File: src/rtl/ulpi_rf_pkg.sv
package ulpi_rf_pkg;
  localparam int AW = 6;
  localparam int DW = 8;
  localparam int NUM_CTRL = 6;
  localparam int ALIAS_N = 3;

  localparam int CI_FUNC = 0;
  localparam int CI_INTF = 1;
  localparam int CI_OTG = 2;
  localparam int CI_IE_RISE = 3;
  localparam int CI_IE_FALL = 4;
  localparam int CI_PWR = 5;

  localparam logic [AW-1:0] A_VID_LO = 6'h00;
  localparam logic [AW-1:0] A_VID_HI = 6'h01;
  localparam logic [AW-1:0] A_PID_LO = 6'h02;
  localparam logic [AW-1:0] A_PID_HI = 6'h03;
  localparam logic [AW-1:0] A_ISTAT = 6'h13;
  localparam logic [AW-1:0] A_ILATCH = 6'h14;
  localparam logic [AW-1:0] A_DEBUG = 6'h15;

  typedef enum logic [1:0] {
    ACC_LOAD  = 2'd0,
    ACC_SET   = 2'd1,
    ACC_CLEAR = 2'd2,
    ACC_NONE  = 2'd3
  } acc_kind_e;

  function automatic logic [AW-1:0] ctrl_base(int i);
    case (i)
      CI_FUNC:    return 6'h04;
      CI_INTF:    return 6'h07;
      CI_OTG:     return 6'h0A;
      CI_IE_RISE: return 6'h0D;
      CI_IE_FALL: return 6'h10;
      default:    return 6'h3D;
    endcase
  endfunction

  function automatic logic [DW-1:0] ctrl_mask(int i);
    case (i)
      CI_FUNC:    return 8'h7F;
      CI_INTF:    return 8'hFF;
      CI_OTG:     return 8'hFF;
      CI_IE_RISE: return 8'h1F;
      CI_IE_FALL: return 8'h1F;
      default:    return 8'h07;
    endcase
  endfunction

  function automatic logic [DW-1:0] ctrl_reset(int i);
    case (i)
      CI_FUNC:    return 8'h41;
      CI_OTG:     return 8'h06;
      CI_IE_RISE: return 8'h1F;
      CI_IE_FALL: return 8'h1F;
      default:    return 8'h00;
    endcase
  endfunction

  function automatic logic [DW-1:0] alias_next(acc_kind_e k, logic [DW-1:0] q,
                                               logic [DW-1:0] d, logic [DW-1:0] m);
    case (k)
      ACC_LOAD:  return d & m;
      ACC_SET:   return q | (d & m);
      ACC_CLEAR: return q & ~d;
      default:   return q;
    endcase
  endfunction
endpackage

File: src/rtl/ulpi_rf_alias_reg.sv
module ulpi_rf_alias_reg
  import ulpi_rf_pkg::*;
#(
  parameter logic [AW-1:0] BASE  = 6'h04,
  parameter logic [DW-1:0] MASK  = 8'hFF,
  parameter logic [DW-1:0] RESET = 8'h00
) (
  input  logic          clk,
  input  logic          rst_n,
  input  logic [AW-1:0] addr,
  input  logic          wr_en,
  input  logic [DW-1:0] wr_data,
  output logic          hit,
  output logic [DW-1:0] q
);
  logic [AW-1:0] offset;
  acc_kind_e     kind;

  assign offset = addr - BASE;
  assign hit    = (offset < AW'(ALIAS_N));
  assign kind   = hit ? acc_kind_e'(offset[1:0]) : ACC_NONE;

  always_ff @(posedge clk) begin
    if (!rst_n) begin
      q <= RESET & MASK;
    end else if (wr_en && hit) begin
      q <= alias_next(kind, q, wr_data, MASK);
    end
  end
endmodule

File: src/rtl/ulpi_rf_irq.sv
module ulpi_rf_irq #(
  parameter int NSRC = 5
) (
  input  logic            clk,
  input  logic            rst_n,
  input  logic [NSRC-1:0] src_in,
  input  logic [NSRC-1:0] en_rise,
  input  logic [NSRC-1:0] en_fall,
  input  logic            clr,
  output logic [NSRC-1:0] status,
  output logic [NSRC-1:0] latch
);
  logic [NSRC-1:0] src_q, src_d;
  logic            primed;
  logic [NSRC-1:0] ev_rise, ev_fall;

  always_ff @(posedge clk) begin
    if (!rst_n) begin
      primed <= 1'b0;
      src_q  <= '0;
      src_d  <= '0;
    end else begin
      primed <= 1'b1;
      src_q  <= src_in;
      src_d  <= primed ? src_q : src_in;
    end
  end

  assign ev_rise = src_q & ~src_d & en_rise;
  assign ev_fall = ~src_q & src_d & en_fall;

  always_ff @(posedge clk) begin
    if (!rst_n) begin
      latch <= '0;
    end else begin
      latch <= (clr ? '0 : latch) | ev_rise | ev_fall;
    end
  end

  assign status = src_q;
endmodule

File: src/rtl/ulpi_rf_rdmux.sv
module ulpi_rf_rdmux
  import ulpi_rf_pkg::*;
#(
  parameter logic [15:0] VENDOR_ID  = 16'h0000,
  parameter logic [15:0] PRODUCT_ID = 16'h0000,
  parameter int          NSRC       = 5,
  parameter int          LS_W       = 2
) (
  input  logic [AW-1:0]                addr,
  input  logic                         rd_en,
  input  logic [NUM_CTRL-1:0]          hit,
  input  logic [NUM_CTRL-1:0][DW-1:0]  ctrl,
  input  logic [NSRC-1:0]              status,
  input  logic [NSRC-1:0]              latch,
  input  logic [LS_W-1:0]              line_state,
  output logic [DW-1:0]                rd_data
);
  logic [DW-1:0] sel;

  always_comb begin
    sel = '0;
    case (addr)
      A_VID_LO: sel = VENDOR_ID[7:0];
      A_VID_HI: sel = VENDOR_ID[15:8];
      A_PID_LO: sel = PRODUCT_ID[7:0];
      A_PID_HI: sel = PRODUCT_ID[15:8];
      A_ISTAT:  sel = DW'(status);
      A_ILATCH: sel = DW'(latch);
      A_DEBUG:  sel = DW'(line_state);
      default: begin
        for (int i = 0; i < NUM_CTRL; i++) begin
          if (hit[i]) sel = ctrl[i];
        end
      end
    endcase
    rd_data = rd_en ? sel : '0;
  end
endmodule

File: src/rtl/ulpi_phy_regfile.sv
module ulpi_phy_regfile
  import ulpi_rf_pkg::*;
#(
  parameter logic [15:0] VENDOR_ID  = 16'h1A2B,
  parameter logic [15:0] PRODUCT_ID = 16'h3C5D,
  parameter int          NUM_SRC    = 5,
  parameter int          LS_W       = 2
) (
  input  logic               clk,
  input  logic               rst_n,
  input  logic [AW-1:0]      reg_addr,
  input  logic               reg_wr,
  input  logic [DW-1:0]      reg_wdata,
  input  logic               reg_rd,
  output logic [DW-1:0]      reg_rdata,
  input  logic [NUM_SRC-1:0] irq_src,
  input  logic [LS_W-1:0]    line_state,
  output logic [DW-1:0]      func_ctrl,
  output logic [DW-1:0]      intf_ctrl,
  output logic [DW-1:0]      otg_ctrl,
  output logic [DW-1:0]      pwr_ctrl,
  output logic               irq
);
  logic [NUM_CTRL-1:0][DW-1:0] ctrl_q;
  logic [NUM_CTRL-1:0]         ctrl_hit;
  logic [NUM_SRC-1:0]          src_status, src_latch;
  logic                        latch_clr;

  for (genvar g = 0; g < NUM_CTRL; g++) begin : g_ctrl
    ulpi_rf_alias_reg #(
      .BASE (ctrl_base(g)),
      .MASK (ctrl_mask(g)),
      .RESET(ctrl_reset(g))
    ) u_reg (
      .clk    (clk),
      .rst_n  (rst_n),
      .addr   (reg_addr),
      .wr_en  (reg_wr),
      .wr_data(reg_wdata),
      .hit    (ctrl_hit[g]),
      .q      (ctrl_q[g])
    );
  end

  assign latch_clr = reg_rd && (reg_addr == A_ILATCH);

  ulpi_rf_irq #(.NSRC(NUM_SRC)) u_irq (
    .clk    (clk),
    .rst_n  (rst_n),
    .src_in (irq_src),
    .en_rise(ctrl_q[CI_IE_RISE][NUM_SRC-1:0]),
    .en_fall(ctrl_q[CI_IE_FALL][NUM_SRC-1:0]),
    .clr    (latch_clr),
    .status (src_status),
    .latch  (src_latch)
  );

  ulpi_rf_rdmux #(
    .VENDOR_ID (VENDOR_ID),
    .PRODUCT_ID(PRODUCT_ID),
    .NSRC      (NUM_SRC),
    .LS_W      (LS_W)
  ) u_rdmux (
    .addr      (reg_addr),
    .rd_en     (reg_rd),
    .hit       (ctrl_hit),
    .ctrl      (ctrl_q),
    .status    (src_status),
    .latch     (src_latch),
    .line_state(line_state),
    .rd_data   (reg_rdata)
  );

  assign func_ctrl = ctrl_q[CI_FUNC];
  assign intf_ctrl = ctrl_q[CI_INTF];
  assign otg_ctrl  = ctrl_q[CI_OTG];
  assign pwr_ctrl  = ctrl_q[CI_PWR];
  assign irq       = |src_latch;
endmodule

File: config.mk
export PLATFORM = sky130hd
export DESIGN_NAME = ulpi_phy_regfile
export DESIGN_NICKNAME = d
export VERILOG_FILES = /design/src/rtl/ulpi_rf_pkg.sv /design/src/rtl/ulpi_rf_alias_reg.sv /design/src/rtl/ulpi_rf_irq.sv /design/src/rtl/ulpi_rf_rdmux.sv /design/src/rtl/ulpi_phy_regfile.sv
export SDC_FILE = /design/constraint.sdc
export NUM_CORES = 1
export LEC_CHECK = 0
export BUFFER_PORTS_ARGS = -buffer_cell sky130_fd_sc_hd__buf_2
export CAP_MARGIN = 20
export CELL_PAD_IN_SITES_DETAIL_PLACEMENT = 1
export CELL_PAD_IN_SITES_GLOBAL_PLACEMENT = 1
export CORE_UTILIZATION = 40
export CTS_CLUSTER_DIAMETER = 200
export DETAILED_ROUTE_END_ITERATION = 16
export GPL_TIMING_DRIVEN = 0
export PLACE_DENSITY = 0.88
export SLEW_MARGIN = 15
export SYNTH_ARGS = -nofsm -noshare
export SYNTH_HDL_FRONTEND = slang
export SYNTH_SLANG_ARGS = --single-unit
File: constraint.sdc
create_clock -name clk -period 8.6 [get_ports clk]
set_clock_uncertainty 0.1 [all_clocks]
set_input_delay 0.43 -clock clk [delete_from_list [all_inputs] [get_ports clk]]
set_output_delay 0.43 -clock clk [all_outputs]
set_load 0.05 [all_outputs]
Word level (Yosys, flattened, before mapping)
Index checks and enable logic that the tools add are counted.

Flip-flop bits (word level): 64. Bits in latches: 0. ROM bits: 0. Logic and storage cells: 111. Input port bits: 25. Memories: 0. Bits in writable memories: 0.

Eq/ne operators: 18. Shifts and indexed selects: 0. Multiply operators: 0. Div/mod/pow operators: 0. Add/subtract/negate cells: 6. Muxes and demuxes: 23. Reductions and logical operators: 27. Bitwise gates (word level): 21. $lt $le $gt $ge: 6.

Operators with widths (number): 8-bit case mux with 3 select lines (6); 8-bit two-way mux (7); 8-bit case mux with 7 select lines (1); 8-bit bitwise AND (6); 6-bit by 2-bit less-than comparator with 1-bit output (second input constant) (6); 5-bit bitwise AND (4); 6-bit by 5-bit == test with 1-bit output (second input constant) (3); 3-bit nonzero test (6); 8-bit by 5-bit bitwise OR with 8-bit output (2); 8-bit bitwise OR (2); 2-bit by 1-bit == test with 1-bit output (second input constant) (6); 2-bit == test (second input constant) (6); 6-bit by 2-bit == test with 1-bit output (second input constant) (2); 2-bit zero test (6); 2-bit two-way mux (6); 2-bit AND reduction (6); 6-bit by 3-bit subtractor with 6-bit output (second input constant) (2); 6-bit by 4-bit subtractor with 6-bit output (second input constant) (2); 5-bit two-way mux (2); 5-bit inverter (2); 5-bit bitwise OR (2); 8-bit inverter (1); 8-bit by 3-bit bitwise OR with 8-bit output (1); 8-bit by 7-bit bitwise OR with 8-bit output (1); 7 further kinds (13).

Longest topological paths before layout
Gate-level depths: netlist of run 1.

Depth after elaboration: 10. Mapped depth: 15. Mapped depth without buffers: 13.

Cells and area by module
Synthesis of run 1 repeated with hierarchy kept, for this count alone.

Cell total of the unflattened synthesis: 618. Area, all modules: 4942.2 um^2.

Modules (own cells, without submodules): ulpi_rf_rdmux (cells each 130, times used 1, area each 854.6 um^2); ulpi_rf_alias_reg (g_ctrl[1].u_reg) (cells each 82, times used 1, area each 655.6 um^2); ulpi_rf_alias_reg (g_ctrl[3].u_reg) (cells each 74, times used 1, area each 623.1 um^2); ulpi_rf_irq (cells each 54, times used 1, area each 606.8 um^2); ulpi_rf_alias_reg (g_ctrl[2].u_reg) (cells each 79, times used 1, area each 603.1 um^2); ulpi_rf_alias_reg (g_ctrl[5].u_reg) (cells each 67, times used 1, area each 558.0 um^2); ulpi_rf_alias_reg (g_ctrl[0].u_reg) (cells each 68, times used 1, area each 518.0 um^2); ulpi_rf_alias_reg (g_ctrl[4].u_reg) (cells each 59, times used 1, area each 489.2 um^2); ulpi_phy_regfile (cells each 5, times used 1, area each 33.8 um^2).

Least setup slack after synthesis of run 1
Ideal clock, no wire load.

Path kind: input -> output. From: in reg_addr[1]. To: out reg_rdata[1]. Buffers on the path: 1. Arrival: 2.983 ns. Stages on the path: 9. Slack: 5.087 ns. Path through: inv_1 -> ha_1 -> a21oi_1 -> mux2i_1 -> nor3_2 -> clkbuf_1 -> a22o_1 -> a21oi_1 -> o21ai_0.

Longest elaborated chain between the ends: 10.

Ends and longest elaborated chain: start, declared (line ulpi_phy_regfile.sv:11) `input logic [AW-1:0] reg_addr,`; 6-bit by 3-bit subtractor with 6-bit output (line ulpi_rf_alias_reg.sv:19) `assign offset = addr - BASE;`; 6-bit by 2-bit less-than comparator with 1-bit output (line ulpi_rf_alias_reg.sv:20) `assign hit = (offset < AW'(ALIAS_N));`; 8-bit two-way mux (6 in a row) (line ulpi_rf_rdmux.sv:32) `if (hit[i]) sel = ctrl[i];`; 8-bit case mux with 7 select lines (*) (line ulpi_rf_rdmux.sv:22) `case (addr)`; 8-bit two-way mux (*) (line ulpi_rf_rdmux.sv:36) `rd_data = rd_en ? sel : '0;`; end, declared (line ulpi_phy_regfile.sv:15) `output logic [DW-1:0] reg_rdata,`.

Every way passes the cells marked *; elsewhere a longest branch is shown, timed or not.

Final worst setup path of run 1
From: in reg_addr[1]. To: out reg_rdata[4].

The elaborated chain is that of the path after synthesis.

==> results.sh, run 1 <==
export IMPL_tightest_slew_ns=0.892
export IMPL_p_leak_uw=0.00223
export IMPL_synthTopCellsByArea="dfxtp_1, ha_1, a21oi_1, o21ai_0, buf_4"
export IMPL_cts_tree="yes"
export IMPL_instances_no_fill=814
export IMPL_grt_busiest_layer="met2"
export IMPL_status="finished, final reports clean"
export IMPL_cp_cell_sequence="buf_2 > inv_1 > ha_1 > nor4b_2 > o21ai_1 > a21oi_1 > buf_2 > a221oi_1 > or4_1 > a31oi_1 > buf_2"
export IMPL_slowest_delay_ns=0.58
export IMPL_dpl_worst_slack_ns=4.60
export IMPL_antenna_found_initial=0
export IMPL_layout_nets=720
export IMPL_routed_via_density=5.91
export IMPL_detail_route_antenna_nets=0
export IMPL_ys_seq_area_share_pct=28.9
export IMPL_start_util_pct=41.0
export IMPL_synth_distinct_cells=55
export IMPL_cts_resized=0
export IMPL_critPathMaxFanout=10
export IMPL_cts_made_buffers=9
export IMPL_finalInstanceArea_sq_um=5090
export IMPL_period_needed_ns=4.05
export IMPL_gr_usage_met2_pct=47.3
export IMPL_setup_viol=0
export IMPL_synthTopCellsByCount="nand2_1, a21oi_1, dfxtp_1"
export IMPL_vias=4807
export IMPL_yosysWarningCount=0
export IMPL_hold_viol=0
export IMPL_grtUsageMet1_pct=36.1
export IMPL_fin_util_pct=47.0
export IMPL_grtUsageMet3_pct=3.15
export IMPL_drv_slew=0
export IMPL_grtUsageTotal_pct=28.4
export IMPL_io_pins=66
export IMPL_grt_overflow_total=0
export IMPL_grt_pass1_vias=4876
export IMPL_synth_area_sq_um=4440
export IMPL_portBuffers=62
export IMPL_cts_htree_levels=3
export IMPL_drive_above_1_share_pct=18.4
export IMPL_min_path_type="input pin to register"
export IMPL_setup_tns_ns=0
export IMPL_maxClockFrequency_mhz=247
export IMPL_place_congestion=0.905
export IMPL_fp_dieW_microns=107
export IMPL_clk_pin_slew_worst_paths_ns=0.08
export IMPL_synth_seq_cells=64
export IMPL_required_ns=8.07
export IMPL_detail_route_first_pass_iterations=6
export IMPL_synth_top_area_share_pct=28.9
export IMPL_cts_root_buffer="clkbuf_8"
export IMPL_dp_cells=798
export IMPL_grt_max_degree=11
export IMPL_drt_iter0_markers=367
export IMPL_die_area_sq_um=11500
export IMPL_synth_edf_count=0
export IMPL_synth_avg_cell_area_sq_um=7.45
export IMPL_crit_slowest_cell="or4_1"
export IMPL_area_growth_pct=14.7
export IMPL_core_sq_um=10800
export IMPL_cap_violations=0
export IMPL_end_kind="primary output"
export IMPL_rsz0062_at_grt="false"
export IMPL_yosysMostFrequentCell="nand2_1"
export IMPL_clock_tree_buffer_depth=2
export IMPL_syn_nets=647
export IMPL_synth_flop_cell="dfxtp_1"
export IMPL_dpl_instance_area_sq_um=4920
export IMPL_postCtsSetupBuffers=0
export IMPL_critPathKind="input pin to primary output"
export IMPL_clock_sinks=64
export IMPL_critPathLaunchType="input pin"
export IMPL_ctsHoldBuffers=0
export IMPL_clk_latency_ns=0.37
export IMPL_grt_pass1_wl_microns=25300
export IMPL_worst_slack_ns=4.55
export IMPL_dp_hpwl_microns=12000
export IMPL_antenna_cells=0
export IMPL_routedWlPerCell_microns=19.4
export IMPL_synth_area_leader_cell="dfxtp_1"
export IMPL_ir_worst_vdd_uv=66.9
export IMPL_crit_buf_inv=4
export IMPL_cp_arrival_ns=3.52
export IMPL_drc=0
export IMPL_finalCritPeriodShare_pct=47.1
export IMPL_slew_headroom_pct=39.9
export IMPL_crit_top_cell="buf_2"
export IMPL_rows=38
export IMPL_p_per_area_nw_per_um2=129
export IMPL_syn_inst=596
export IMPL_die_y_microns=107
export IMPL_synth_async_reset_ratio_pct=0
export IMPL_crit_family="buffers and inverters"
export IMPL_drt_wl_total_microns=15800
-- kinds of logic (layout without fill, tap and decap cells) --
kind of cell,count (synthesis),after routing,share of synthesized area [%]
DFF,64,64,28.9
muxes,6,6,1.35
AOI/OAI and AO/OA,189,189,26.5
and+or+nand+nor,210,210,23.8
buffers and inverters,98,176,11.6
adders and majority gates,26,26,7.33
xor gates and xnor gates,3,3,0.592
-- state kept, by name (all words and copies together) (netlist names) --
signal          count
g_ctrl.u_reg.q     48
u_irq.latch         5
u_irq.primed        1
u_irq.src_d         5
u_irq.status        5
-- area by class of cell --
cell class,instances,area [sq um]
Clock buffer,13,149
Timing Repair Buffer,62,310
Fill cell,1403,5750
Multi-Input combinational cell,434,2640
Sequential cell,64,1280
Inverter,29,109
Tap cell,140,175
Clock inverter,3,17.5
Buffer,69,405
-- path summary, 6_finish.rpt --
| kind | to | cells after the start | slack [ns] | startpoint |
|---|---|---|---|---|
| worst min-delay path | u_irq.primed | 1 | 0.10 | rst_n |
| worst min register to register | g_ctrl[0].u_reg.q[7] | 2 | 0.38 | g_ctrl[0].u_reg.q[7] |
| worst max register to register | g_ctrl[5].u_reg.q[2] | 3 | 7.42 | g_ctrl[5].u_reg.q[2] |
| worst max-delay path | reg_rdata[4] | 11 | 4.55 | reg_addr[1] |
-- per-layer routing --
metal	up-vias	share of wire, %
met4	0	4.0
li1	2225	-
met2	184	47
met3	48	5.6
met1	2350	43
met5	-	0
-- power by group --
group | total, uW | switching, uW | internal (uW)
logic | 112 | 76.5 | 35.1
registers | 306 | 4.66 | 302
clock network | 239 | 127 | 112
total | 657 | 208 | 449
-- layout by cell type (no fill, tap or decap), types with 3 or more instances in the layout --
master	n
nor2_1	58
and3_1	14
o21a_1	4
buf_2	68
a211oi_1	12
or4_1	5
or3_1	5
nand2b_1	8
nand2_1	66
a22oi_1	5
a31oi_1	8
dfxtp_1	64
a221oi_1	11
o311ai_0	5
nor2b_1	7
a22o_1	5
mux2i_1	6
a221o_1	3
a21oi_1	64
clkbuf_1	29
and2_1	6
inv_1	28
nor3_1	3
a21o_1	3
nand3b_1	11
ha_1	26
o21ai_1	3
o211ai_1	5
clkbuf_8	10
nand3_1	12
buf_4	33
a211o_1	3
o21ai_0	51
-- metrics by stage --
| step | hold slack [ns] | power, uW |
|---|---|---|
| detailed placement | 0.372 | 422 |
| global placement | 0.361 | 418 |
| floorplan | 0.321 | 385 |
| CTS | 0.110 | 655 |
| finish | 0.104 | 657 |
| global route | 0.117 | 680 |
Note: power is estimated with default switching activity, not from simulation.
==> run 2, diff against run 1 <==
Settings changed: CORE_UTILIZATION 40 to 38.
Clock period 8.6 ns to 3.3 ns, I/O delays scaled along.
==> results.sh, run 2 (synthesis gave the netlist of run 1 again) <==
export IMPL_status="finished with violations"
export IMPL_violations="design-rule violations"
export IMPL_dpl_worst_slack_ns=-0.618
export IMPL_fp_dieW_microns=110
export IMPL_clk_latency_ns=0.34
export IMPL_period_needed_ns=3.19
export IMPL_drive_above_1_share_pct=20.1
export IMPL_routedWlPerCell_microns=20.6
export IMPL_rsz0062_at_grt="false"
export IMPL_crit_buf_inv=4
export IMPL_p_total_uw=2070
export IMPL_critPathLaunchType="input pin"
export IMPL_io_pins=66
export IMPL_tightest_slew_ns=0.959
export IMPL_place_congestion=0.887
export IMPL_largest_reg_flops=48
export IMPL_area_growth_pct=20.6
export IMPL_hold_depth=4
export IMPL_detail_route_antenna_nets=0
export IMPL_grt_max_degree=12
export IMPL_antenna_found_initial=0
export IMPL_top_register="g_ctrl.u_reg.q"
export IMPL_die_y_microns=110
export IMPL_clock_tree_buffer_depth=2
export IMPL_hold_viol=0
export IMPL_layout_nets=729
export IMPL_grt_pass1_vias=5134
export IMPL_cap_violations=0
export IMPL_setup_viol=0
export IMPL_worst_slack_ns=0.112
export IMPL_vias=4899
export IMPL_core_sq_um=11400
export IMPL_crit_slowest_cell="a211oi_1"
export IMPL_clock_sinks=64
export IMPL_antenna_cells=0
export IMPL_r2r_cells=4
export IMPL_drt_wl_total_microns=17000
export IMPL_dp_hpwl_microns=12100
export IMPL_cp_cell_sequence="buf_2 > inv_1 > ha_1 > a21oi_2 > mux2i_1 > nor3_4 > clkbuf_4 > a211oi_1 > a21oi_1 > o21ai_0 > buf_2"
export IMPL_die_area_sq_um=12100
export IMPL_detail_route_first_pass_iterations=11
export IMPL_cp_depth=11
export IMPL_drc=2
export IMPL_p_per_area_nw_per_um2=387
export IMPL_clk_pin_slew_worst_paths_ns=0.06
export IMPL_cts_tree="yes"
export IMPL_critPathKind="input pin to primary output"
export IMPL_cts_htree_levels=3
export IMPL_slew_headroom_pct=35.4
export IMPL_routed_via_density=5.93
export IMPL_ir_worst_vdd_uv=222
export IMPL_drt_iter0_markers=333
export IMPL_layout_common_cells="buf_2, nand2_1, dfxtp_1"
export IMPL_finalCritPeriodShare_pct=96.6
export IMPL_drv_slew=0
export IMPL_critPathMaxFanout=10
export IMPL_crit_family="compound AO/OA/AOI/OAI gates"
export IMPL_p_leak_uw=0.00235
export IMPL_cts_root_buffer="clkbuf_16"
export IMPL_whs_ns=0.0732
export IMPL_crit_top_cell="buf_2"
export IMPL_cp_arrival_ns=2.92
export IMPL_fillerInstances=1469
export IMPL_start_util_pct=38.9
export IMPL_end_kind="primary output"
export IMPL_maxClockFrequency_mhz=314
export IMPL_grt_overflow_total=0
export IMPL_min_path_type="input pin to register"
export IMPL_grtUsageTotal_pct=29.3
export IMPL_portBuffers=62
export IMPL_slowest_delay_ns=0.37
export IMPL_required_ns=3.03
export IMPL_rows=39
export IMPL_grt_pass1_wl_microns=26600
export IMPL_cts_made_buffers=9
[run 2: changes by cell type in the layout (fill, tap and decap cells not counted), moves of 3 or more]
cell / previous run / this run
a21oi_1: 64 / 60
clkbuf_8: 10 / 1
buf_4: 33 / 37
clkbuf_16: 0 / 9
a21oi_2: 0 / 3
clkbuf_1: 29 / 24
dlygate4sd3_1: 0 / 6
[run 2: layout make-up]
class | count | area [sq um] | share of cell area, %
multi-input cells | 434 | 2680 | 50.0
flip-flops and latches | 64 | 1280 | 23.9
plain buffers | 69 | 414 | 7.73
repair buffers | 71 | 395 | 7.38
clock buffers | 11 | 243 | 4.53
well taps | 143 | 179 | 3.34
inverters | 29 | 109 | 2.03
clock inverters | 5 | 56.3 | 1.05
[run 2: path summary, 6_finish.rpt]
check | startpoint | end | slack [ns]
hold reg to reg | g_ctrl[5].u_reg.q[3] | g_ctrl[5].u_reg.q[3] | 0.38
setup reg to reg | u_irq.status[1] | u_irq.latch[1] | 2.07
hold / removal | reg_wdata[3] | g_ctrl[5].u_reg.q[3] | 0.07
setup / recovery | reg_addr[1] | reg_rdata[1] | 0.11
[run 2: what timing repair did]
action	4_1_cts	5_1_grt
hold endpoints to repair	10	0
resized for setup	6	9
setup buffers	0	3
hold buffers	6	0
endpoints found under the setup margin	17	30
pin swaps	0	2
[run 2: layer usage]
layer	up-vias	global-route usage, %	part of all wire [%]
met5	-	0	0
li1	2239	-	-
met4	0	17.3	5.2
met1	2377	35.3	41
met2	210	49.3	48
met3	73	4.47	5.6
[run 2: report_power, final]
| part | internal (uW) | switching [uW] |
|---|---|---|
| Combinational | 99.8 | 210 |
| Clock | 603 | 360 |
| Sequential | 787 | 13.7 |
[run 2: stage by stage]
step / util [%] / area [sq um] / cells / setup TNS, ns
detailed placement: 43.2 / 4930 / 801 / -9.36
finish: 46.9 / 5360 / 826 / 0
floorplan: - / 4440 / 596 / 0
global route: 46.9 / 5360 / 826 / 0
CTS: 46.5 / 5310 / 823 / 0
global placement: 43.2 / 4930 / 801 / -4.70
[run 2: worst min-delay path, cell delays in order]
cell and delay [ns]:
buf_2 0.11, inv_1 0.07, nand2_1 0.07, a21oi_1 0.06
==> run 3, diff against run 2 <==
Settings changed: PLACE_DENSITY 0.88 to 0.78, REMOVE_ABC_BUFFERS set to 1.
==> results.sh, run 3 (synthesis gave the netlist of run 1 again) <==
export IMPL_grt_max_degree=36
export IMPL_detail_route_antenna_nets=0
export IMPL_critPathLaunchType="input pin"
export IMPL_crit_buf_inv=2
export IMPL_rows=39
export IMPL_antenna_found_initial=0
export IMPL_dpl_worst_slack_ns=-0.867
export IMPL_combinationalPowerShare_pct=13.9
export IMPL_drc=0
export IMPL_power_frac_clock_pct=47.5
export IMPL_cp_cell_sequence="buf_2 > inv_1 > ha_1 > a21oi_1 > mux2i_1 > nor3_4 > nand2_1 > ha_1 > a21oi_1 > nor2_1 > o311ai_0"
export IMPL_hold_depth=3
export IMPL_fp_dieW_microns=110
export IMPL_p_switching_uw=571
export IMPL_die_area_sq_um=12100
export IMPL_critPathKind="input pin to register"
export IMPL_slowest_delay_ns=0.48
export IMPL_place_congestion=0.826
export IMPL_vias=4472
export IMPL_layout_nets=664
export IMPL_ir_worst_vdd_uv=241
export IMPL_clock_tree_buffer_depth=2
export IMPL_crit_slowest_cell="ha_1"
export IMPL_regToRegSetupSlack_ns=2.17
export IMPL_routed_via_density=5.88
export IMPL_grtUsageTotal_pct=25.6
export IMPL_rr_startpoint="g_ctrl[5].u_reg.q[2]"
export IMPL_setup_tns_ns=0
export IMPL_worst_slack_ns=0.150
export IMPL_clk_pin_slew_worst_paths_ns=0.06
export IMPL_maxClockFrequency_mhz=317
export IMPL_drv_slew=0
export IMPL_min_path_type="input pin to register"
export IMPL_cts_htree_levels=3
export IMPL_critPathMaxFanout=11
export IMPL_area_growth_pct=13.0
export IMPL_p_per_area_nw_per_um2=414
export IMPL_hold_viol=0
export IMPL_drt_iter0_markers=309
export IMPL_slew_headroom_pct=41.4
export IMPL_start_util_pct=38.9
export IMPL_clock_sinks=64
export IMPL_end_kind="register"
export IMPL_detail_route_first_pass_iterations=5
export IMPL_grt_pass1_wl_microns=23300
export IMPL_portBuffers=65
export IMPL_io_pins=66
export IMPL_period_needed_ns=3.15
export IMPL_drt_wl_total_microns=14700
export IMPL_reg2reg_to="g_ctrl[5].u_reg.q[2]"
export IMPL_hold_end="g_ctrl[1].u_reg.q[5]"
export IMPL_p_seq_share_pct=38.6
export IMPL_r2r_cells=3
export IMPL_layout_common_cells="nand2_1, dfxtp_1, buf_2"
export IMPL_clk_latency_ns=0.34
export IMPL_p_leak_uw=0.00213
export IMPL_tightest_slew_ns=0.870
export IMPL_p_int_uw=1500
export IMPL_largest_reg_flops=48
export IMPL_power_switching_share_pct=27.5
export IMPL_finalCritPeriodShare_pct=95.4
export IMPL_cts_tree="yes"
export IMPL_cap_violations=0
export IMPL_hold_start="reg_wdata[5]"
export IMPL_setup_viol=0
export IMPL_drive_above_1_share_pct=16.2
export IMPL_grt_overflow_total=0
export IMPL_dp_hpwl_microns=10700
export IMPL_cts_made_buffers=9
export IMPL_routedWlPerCell_microns=19.4
export IMPL_fin_util_pct=43.9
export IMPL_grt_pass1_vias=4385
export IMPL_required_ns=3.40
export IMPL_core_sq_um=11400
export IMPL_crit_family="compound AO/OA/AOI/OAI gates"
export IMPL_die_y_microns=110
export IMPL_status="finished, final reports clean"
export IMPL_antenna_cells=0
export IMPL_final_common_cell="nand2_1"
export IMPL_top_register="g_ctrl.u_reg.q"
export IMPL_cts_root_buffer="clkbuf_16"
export IMPL_cp_arrival_ns=3.25
==> run 3: cell count changes in the layout (fill, tap and decap cells not counted), moves of 2 or more <==
cell and delta:
clkbuf_1 -24, a21oi_2 -2, clkbuf_2 -2, buf_1 -2, buf_4 -32, buf_6 -2
buf_2 -3
==> run 3: cell type report <==
class	count	area, sq um
repair buffers	75	438
flip-flops and latches	64	1280
inverters	29	109
clock buffers	11	253
multi-input cells	434	2700
fillers	1456	6400
well taps	143	179
clock inverters	5	55.1
==> run 3: worst register-to-register path: cells and delay by family (launching register included) <==
kind	cells	cell delay [ns]
flip-flops	1	0.40
AND/OR/NAND/NOR	1	0.36
AO/OA/AOI/OAI	2	0.21
==> run 3: power groups by stage <==
stage	sequential (uW)	clock (uW)	combinational, uW
after floorplan	813	0	159
after global placement	817	0	257
after detailed placement	817	0	268
after CTS	801	993	280
after global routing	802	1030	315
final	801	985	289
==> run 3: worst max-delay path by stage <==
stage	from	end	slack (ns)	cells after the start
2_1_floorplan	reg_addr[0]	reg_rdata[1]	0.04	6
3_3_place_gp	reg_addr[0]	g_ctrl[4].u_reg.q[0]	-0.52	10
3_5_place_dp	reg_addr[1]	g_ctrl[2].u_reg.q[4]	-0.87	11
4_1_cts	reg_addr[0]	reg_rdata[5]	0.01	9
5_1_grt	reg_addr[1]	reg_rdata[5]	-0.005	10
6_report	reg_addr[1]	g_ctrl[3].u_reg.q[3]	0.15	11
==> run 3: routing by layer <==
metal	track usage, %	vias up	wire (microns)
li1	-	2108	-
met1	33.4	2200	6600
met2	42.2	140	7060
met3	4.41	24	722
met4	9.14	0	346
met5	0	-	0
==> run 3: repair_timing <==
| action | 4_1_cts | 5_1_grt |
|---|---|---|
| setup buffers | 0 | 4 |
| hold endpoints to repair | 8 | 0 |
| gates resized for setup | 7 | 7 |
| pin swaps | 0 | 2 |
| setup endpoints to repair | 29 | 20 |
| hold buffers | 5 | 0 |
==> run 3: stage by stage <==
| step | total power, uW | hold WS [ns] | area [sq um] | cells |
|---|---|---|---|---|
| after floorplan | 972 | 0.0927 | 4030 | 527 |
| after global placement | 1070 | 0.281 | 4540 | 735 |
| after detailed placement | 1080 | 0.287 | 4540 | 735 |
| after CTS | 2070 | 0.0792 | 4940 | 756 |
| after global routing | 2150 | 0.0823 | 5020 | 761 |
| final | 2080 | 0.0838 | 5020 | 761 |
